### config.mk
export PLATFORM = sky130hd
export DESIGN_NAME = rx_sfd_gate
export DESIGN_NICKNAME = d
export VERILOG_FILES = /design/src/rtl/rx_sfd_pkg.sv /design/src/rtl/rx_sfd_ser.sv /design/src/rtl/rx_sfd_nib.sv /design/src/rtl/rx_sfd_out.sv /design/src/rtl/rx_sfd_gate.sv
export SDC_FILE = /design/constraint.sdc
export NUM_CORES = 1
export LEC_CHECK = 0
export ABC_AREA = 1
export BUFFER_PORTS_ARGS = -buffer_cell sky130_fd_sc_hd__buf_2
export CAP_MARGIN = 20
export CORE_AREA = 2 2 54 56
export CTS_CLUSTER_DIAMETER = 200
export DETAILED_ROUTE_END_ITERATION = 10
export DIE_AREA = 0 0 56 58
export GPL_TIMING_DRIVEN = 0
export PLACE_DENSITY = 0.74
export SYNTH_ARGS = -nofsm -noshare
export SYNTH_HDL_FRONTEND = slang
export SYNTH_SLANG_ARGS = --single-unit
### constraint.sdc
create_clock -name clk_i -period 4.28 [get_ports clk_i]
set_clock_uncertainty 0.2 [all_clocks]
set_input_delay 0.428 -clock clk_i [delete_from_list [all_inputs] [get_ports clk_i]]
set_output_delay 0.428 -clock clk_i [all_outputs]
set_load 0.02 [all_outputs]
### src/rtl/rx_sfd_pkg.sv
package rx_sfd_pkg;
  typedef enum logic [1:0] {
    ST_IDLE = 2'd0,
    ST_HDR  = 2'd1,
    ST_BODY = 2'd2,
    ST_DROP = 2'd3
  } gate_st_e;

  typedef struct packed {
    logic hit;
    logic bad;
  } hdr_res_t;
endpackage

### src/rtl/rx_sfd_ser.sv
module rx_sfd_ser
  import rx_sfd_pkg::*;
#(
  parameter int LEAD_BITS = 16,
  parameter int ALT_BITS  = 5
) (
  input  logic     clk_i,
  input  logic     rst_ni,
  input  logic     first_i,
  input  logic     en_i,
  input  logic     bit_i,
  output hdr_res_t res_o
);
  localparam int WIN_END = LEAD_BITS + ALT_BITS;
  localparam int CW      = $clog2(WIN_END + 2);

  logic [CW-1:0] cnt_q, cnt_eff, bt;
  logic          prev_q, prev_eff;
  logic          in_win, post_win;

  // first_i: current sample is bit time 1, registers treated as cleared
  always_comb begin
    cnt_eff  = first_i ? '0 : cnt_q;
    prev_eff = first_i ? 1'b0 : prev_q;
    bt       = cnt_eff + 1'b1;
    in_win   = (int'(bt) > LEAD_BITS + 1) && (int'(bt) <= WIN_END);
    post_win = int'(bt) > WIN_END;
    res_o.bad = en_i & ((in_win & (bit_i == prev_eff)) |
                        (post_win & ~bit_i & ~prev_eff));
    res_o.hit = en_i & post_win & bit_i & prev_eff;
  end

  always_ff @(posedge clk_i or negedge rst_ni) begin
    if (!rst_ni) begin
      cnt_q  <= '0;
      prev_q <= 1'b0;
    end else if (en_i) begin
      prev_q <= bit_i;
      if (int'(cnt_eff) < WIN_END) cnt_q <= cnt_eff + 1'b1;
      else                         cnt_q <= cnt_eff;
    end
  end
endmodule

### src/rtl/rx_sfd_nib.sv
module rx_sfd_nib
  import rx_sfd_pkg::*;
#(
  parameter int              DW       = 4,
  parameter logic [2*DW-1:0] PRE_WORD = 'h55,
  parameter logic [2*DW-1:0] SFD_WORD = 'hD5
) (
  input  logic          clk_i,
  input  logic          rst_ni,
  input  logic          first_i,
  input  logic          en_i,
  input  logic [DW-1:0] nib_i,
  output hdr_res_t      res_o
);
  localparam int BW = 2 * DW;

  logic          ph_q, ph_eff;
  logic [DW-1:0] lo_q;
  logic          last_q, seen_q, seen_eff;
  logic [DW:0]   chain;
  logic [DW-1:0] zz;
  logic [BW-1:0] word;
  logic          any_zz;

  assign ph_eff   = first_i ? 1'b0 : ph_q;
  assign seen_eff = first_i ? 1'b0 : seen_q;
  assign chain    = {nib_i, last_q};
  assign word     = {nib_i, lo_q};

  // adjacent zero pairs in wire order; pair 0 spans the nibble boundary
  for (genvar i = 0; i < DW; i++) begin : g_pair
    if (i == 0) begin : g_edge
      assign zz[i] = seen_eff & ~chain[0] & ~chain[1];
    end else begin : g_in
      assign zz[i] = ~chain[i] & ~chain[i+1];
    end
  end

  assign any_zz    = |zz;
  assign res_o.bad = en_i & (any_zz | (ph_eff & (word != SFD_WORD) & (word != PRE_WORD)));
  assign res_o.hit = en_i & ph_eff & (word == SFD_WORD) & ~any_zz;

  always_ff @(posedge clk_i or negedge rst_ni) begin
    if (!rst_ni) begin
      ph_q   <= 1'b0;
      lo_q   <= '0;
      last_q <= 1'b0;
      seen_q <= 1'b0;
    end else if (en_i) begin
      ph_q   <= ~ph_eff;
      lo_q   <= nib_i;
      last_q <= nib_i[DW-1];
      seen_q <= 1'b1;
    end
  end
endmodule

### src/rtl/rx_sfd_out.sv
module rx_sfd_out #(
  parameter int DW = 4
) (
  input  logic          clk_i,
  input  logic          rst_ni,
  input  logic          body_i,
  input  logic          start_i,
  input  logic          dv_i,
  input  logic          mode_nib_i,
  input  logic [DW-1:0] d_i,
  output logic          sof_o,
  output logic          vld_o,
  output logic [DW-1:0] data_o
);
  logic          first_q;
  logic          take;
  logic [DW-1:0] d_sel;

  assign take  = body_i & dv_i;
  assign d_sel = mode_nib_i ? d_i : {{(DW-1){1'b0}}, d_i[0]};

  always_ff @(posedge clk_i or negedge rst_ni) begin
    if (!rst_ni) begin
      first_q <= 1'b0;
      sof_o   <= 1'b0;
      vld_o   <= 1'b0;
      data_o  <= '0;
    end else begin
      if (start_i)   first_q <= 1'b1;
      else if (take) first_q <= 1'b0;
      sof_o  <= take & first_q;
      vld_o  <= take;
      data_o <= take ? d_sel : '0;
    end
  end
endmodule

### src/rtl/rx_sfd_gate.sv
module rx_sfd_gate
  import rx_sfd_pkg::*;
#(
  parameter int              DW        = 4,
  parameter int              LEAD_BITS = 16,
  parameter int              ALT_BITS  = 5,
  parameter logic [2*DW-1:0] PRE_WORD  = 'h55,
  parameter logic [2*DW-1:0] SFD_WORD  = 'hD5
) (
  input  logic          clk_i,
  input  logic          rst_ni,
  input  logic          mode_nib_i,
  input  logic          rx_dv_i,
  input  logic [DW-1:0] rx_d_i,
  output logic          sof_o,
  output logic          data_vld_o,
  output logic [DW-1:0] data_o,
  output logic          ignore_o
);
  gate_st_e st_q, st_d;
  logic     mode_q, mode_eff, idle, hunt, start;
  hdr_res_t ser_res, nib_res, res;

  assign idle     = (st_q == ST_IDLE);
  assign mode_eff = idle ? mode_nib_i : mode_q;
  assign hunt     = rx_dv_i & (idle | (st_q == ST_HDR));
  assign res      = mode_eff ? nib_res : ser_res;
  assign start    = res.hit & ~res.bad;

  rx_sfd_ser #(.LEAD_BITS(LEAD_BITS), .ALT_BITS(ALT_BITS)) u_ser (
    .clk_i  (clk_i),
    .rst_ni (rst_ni),
    .first_i(idle),
    .en_i   (hunt & ~mode_eff),
    .bit_i  (rx_d_i[0]),
    .res_o  (ser_res)
  );

  rx_sfd_nib #(.DW(DW), .PRE_WORD(PRE_WORD), .SFD_WORD(SFD_WORD)) u_nib (
    .clk_i  (clk_i),
    .rst_ni (rst_ni),
    .first_i(idle),
    .en_i   (hunt & mode_eff),
    .nib_i  (rx_d_i),
    .res_o  (nib_res)
  );

  always_comb begin
    st_d = st_q;
    unique case (st_q)
      ST_IDLE, ST_HDR: begin
        if (!rx_dv_i)     st_d = ST_IDLE;
        else if (res.bad) st_d = ST_DROP;
        else if (start)   st_d = ST_BODY;
        else              st_d = ST_HDR;
      end
      ST_BODY, ST_DROP: if (!rx_dv_i) st_d = ST_IDLE;
      default: st_d = ST_IDLE;
    endcase
  end

  always_ff @(posedge clk_i or negedge rst_ni) begin
    if (!rst_ni) begin
      st_q   <= ST_IDLE;
      mode_q <= 1'b0;
    end else begin
      st_q   <= st_d;
      mode_q <= mode_eff;
    end
  end

  rx_sfd_out #(.DW(DW)) u_out (
    .clk_i     (clk_i),
    .rst_ni    (rst_ni),
    .body_i    (st_q == ST_BODY),
    .start_i   (start & hunt),
    .dv_i      (rx_dv_i),
    .mode_nib_i(mode_q),
    .d_i       (rx_d_i),
    .sof_o     (sof_o),
    .vld_o     (data_vld_o),
    .data_o    (data_o)
  );

  assign ignore_o = (st_q == ST_DROP);
endmodule

==> flow_summary.yaml <==
clock_tree:
  ctsResizeCount: 0
  insertion_delay_ns: 0.31
  cts_buffers: 3
  cts_num_sinks: 22
  root_buffer: "clkbuf_4"
  cts_tree: "done"
  cts_max_level: 1
  cts_buffer_depth: 2
  clk_pin_slew_ns: 0.12
  postCtsSetupRepairBufs: 0
setup_path:
  worst-setup-path-type: "reg -> reg"
  max_stage_delay_ns: 0.47
  crit_slowest_cell: "dfrtp_1"
  crit_required_ns: 4.28
  crit_chain: "nor2_4 > nor2_1 > inv_1 > ha_1 > inv_1 > nand3_1 > nand2_1 > inv_2 > nand2_1 > nand2_1 > nand3_1 > nand2_1 > inv_2 > nand4_1"
  cp-start-kind: "register"
  cp.arrival_ns: 2.16
  worstPathMaxFanout: 10
  rr_endpoint: "st_q[1]"
  r2r-start: "st_q[1]"
  r2r_setup_slack_ns: 2.12
  cpMostUsedCell: "nand2_1"
  rr_worst_depth: 14
  cp-end-kind: "register"
place:
  gp_congestion: 0.813
  dp.final_hpwl_mm: 1.79
  place_inst: 196
  io_buffer_count: 14
run_status:
  status: "finished, final reports clean"
detailed_routing:
  drt-initial-drc-count: 29
  wl_per_cell_um: 11.6
  firstDrtPassIters: 4
  vias: 1008
  drc_errors: 0
  viasPerCell: 5.01
  routed_wl_mm: 2.34
  antenna_left: 0
global_route:
  antenna_found_initial: 0
  grt_pass1_wl_mm: 4.12
  grt_max_degree: 23
  grt_pass1_vias: 1025
  gr-total-overflow: 0
  grt_use_total_pct: 16.0
sta:
  timing.fmax_mhz: 463
  slew_violations: 0
  tns_ns: 0
  setup_viol: 0
  min_period_over_period_pct: 50.5
  rsz0062_at_grt: "no"
  hold_ws_ns: 0.183
  finalHoldViolations: 0
  min_period_ns: 2.16
  worst_pin_slew_ns: 0.478
  max_slew_margin_pct: 68.1
synthesis:
  avgSynthCellArea_um2: 7.63
  yosys.area.top_type: "dfrtp_1"
  yosysWarnings: 0
  synth_cell_types: 20
  netlist_instances: 151
  synth_edf_count: 0
  synth_area_um2: 1150
  yosys-top-cells-area: "dfrtp_1 (48%), nand2_1 (13%), inv_1 (8.1%)"
  ys_ff_latch: 22
  syn_nets: 161
  async_flop_share_pct: 100
  synth_top_flop_cell: "dfrtp_1"
  yosysTopAreaCellShare_pct: 47.8
  yosysSeqAreaShare_pct: 47.8
power_and_ir_drop:
  cell_internal_pwr_uw: 475
  p_switching_uw: 331
  leakagePower_nw: 0.705
  seqPwrFrac_pct: 39.6
  peakVddDrop_mv: 0.342
  clkPwrFrac_pct: 19.9
  comb_power_share_pct: 40.6
  swShare_pct: 41.1
  power.density_nw_per_um2: 609
  p_total_uw: 806
floorplanning:
  die_x_um: 56
  ioPinCount: 15
  die_area_um2: 3250
  die_y_um: 58
  fp-row-count: 19
  core_region_area_um2: 2660
  start_util_pct: 43.3
hold_path:
  min_path_type: "in -> reg"
  whs_path_depth: 3
  min_from: "mode_nib_i"
  holdPathEnd: "mode_q"
cells_and_area:
  antenna_cells: 0
  nNetsFinal: 181
  layout-drive-gt1-share_pct: 19.4
  finalCoreUtilization_pct: 49.7
  area_growth_pct: 14.9
  layout.cells.non_filler: 201
job:
  drv_cap: 0
==> placed cells by master (no fill, tap or decap), drive strengths merged <==
master and n:
a21oi 5, nand4 4, bufinv 1, nand2 42
buf 15, nand3 5, dlygate4sd3 1, nor3 5
clkbuf 3, ha 2, clkinv 1, nor2 17
inv 29, o211ai 1, or2 1, dfrtp 22
o21ai 16
==> sequential cells by signal, summed over array words and instances (netlist names) <==
signal / cells
u_nib.ph_q: 1
u_nib.seen_q: 1
u_out.first_q: 1
u_nib.lo_q: 3
st_q: 2
u_nib.last_q: 1
u_ser.cnt_q: 5
u_out.vld_o: 1
u_out.sof_o: 1
u_out.data_o: 4
mode_q: 1
u_ser.prev_q: 1
==> critical path: cells and delay by family (launching register included) <==
family / cells / cell delay, ns
simple gates: 9 / 0.89
buf+inv: 4 / 0.26
flops: 1 / 0.47
fa+ha+maj: 1 / 0.24
==> per-layer routing <==
layer,GRT usage (%),vias to the layer above,routed length (um)
li1,-,503,-
met1,18.1,482,992
met5,0,-,0
met2,29.6,17,1230
met3,3.13,6,80
met4,6.80,0,40
==> layout make-up <==
type | instances | area [um^2]
sequential | 22 | 551
timing repair buffer | 15 | 80.1
multi-input combinational | 98 | 484
clock inverter | 1 | 30.0
inverter | 30 | 113
tap | 31 | 38.8
buffer | 1 | 5.00
fill | 277 | 1340
clock buffer | 3 | 22.5
==> per-stage QoR <==
step | worst slack, ns | cell area [um^2]
2_1_floorplan | 2.36 | 1150
3_3_place_gp | 2.18 | 1260
3_5_place_dp | 2.13 | 1260
4_1_cts | 2.10 | 1320
5_1_grt | 1.86 | 1320
6_report | 2.12 | 1320
==> logic make-up (layout without fill, tap and decap cells) <==
| group | Yosys count | in the layout | synth area share, % |
|---|---|---|---|
| and+or+nand+nor | 74 | 74 | 28.7 |
| buffers and inverters | 31 | 50 | 10.2 |
| AOI/OAI and AO/OA | 22 | 22 | 11.2 |
| DFF | 22 | 22 | 47.8 |
| adders and majority gates | 2 | 2 | 2.17 |
==> worst max path at each step <==
stage,from,endpoint,depth (start not counted)
floorplan,st_q[0],st_q[1],14
global placement,st_q[0],st_q[1],14
detailed placement,st_q[1],st_q[1],14
CTS,st_q[1],st_q[1],14
global route,st_q[0],st_q[1],14
finish,st_q[1],st_q[1],14
==> power by group through the flow <==
stage	Clock (mW)	Sequential, mW	Combinational, mW
2_1_floorplan	0	0.316	0.250
3_3_place_gp	0	0.317	0.307
3_5_place_dp	0	0.322	0.326
4_1_cts	0.162	0.318	0.330
5_1_grt	0.173	0.329	0.374
6_report	0.160	0.319	0.327
==> repair_timing <==
item | CTS | global route
hold endpoints to repair | 22 | 0
hold buffers | 1 | 0
endpoints found under the setup margin | 0 | 0
==> synthesized netlist by cell type (2+ instances only) <==
library cell	count
nand4_1	4
nor2_1	14
nand2_1	40
o21ai_2	2
inv_2	4
o21ai_1	10
o21ai_0	4
inv_1	25
a21oi_1	4
nand3_1	5
dfrtp_1	22
ha_1	2
nor3_1	5
nand2_2	2
nor2_4	3
Power figures use the tool's default switching activity.
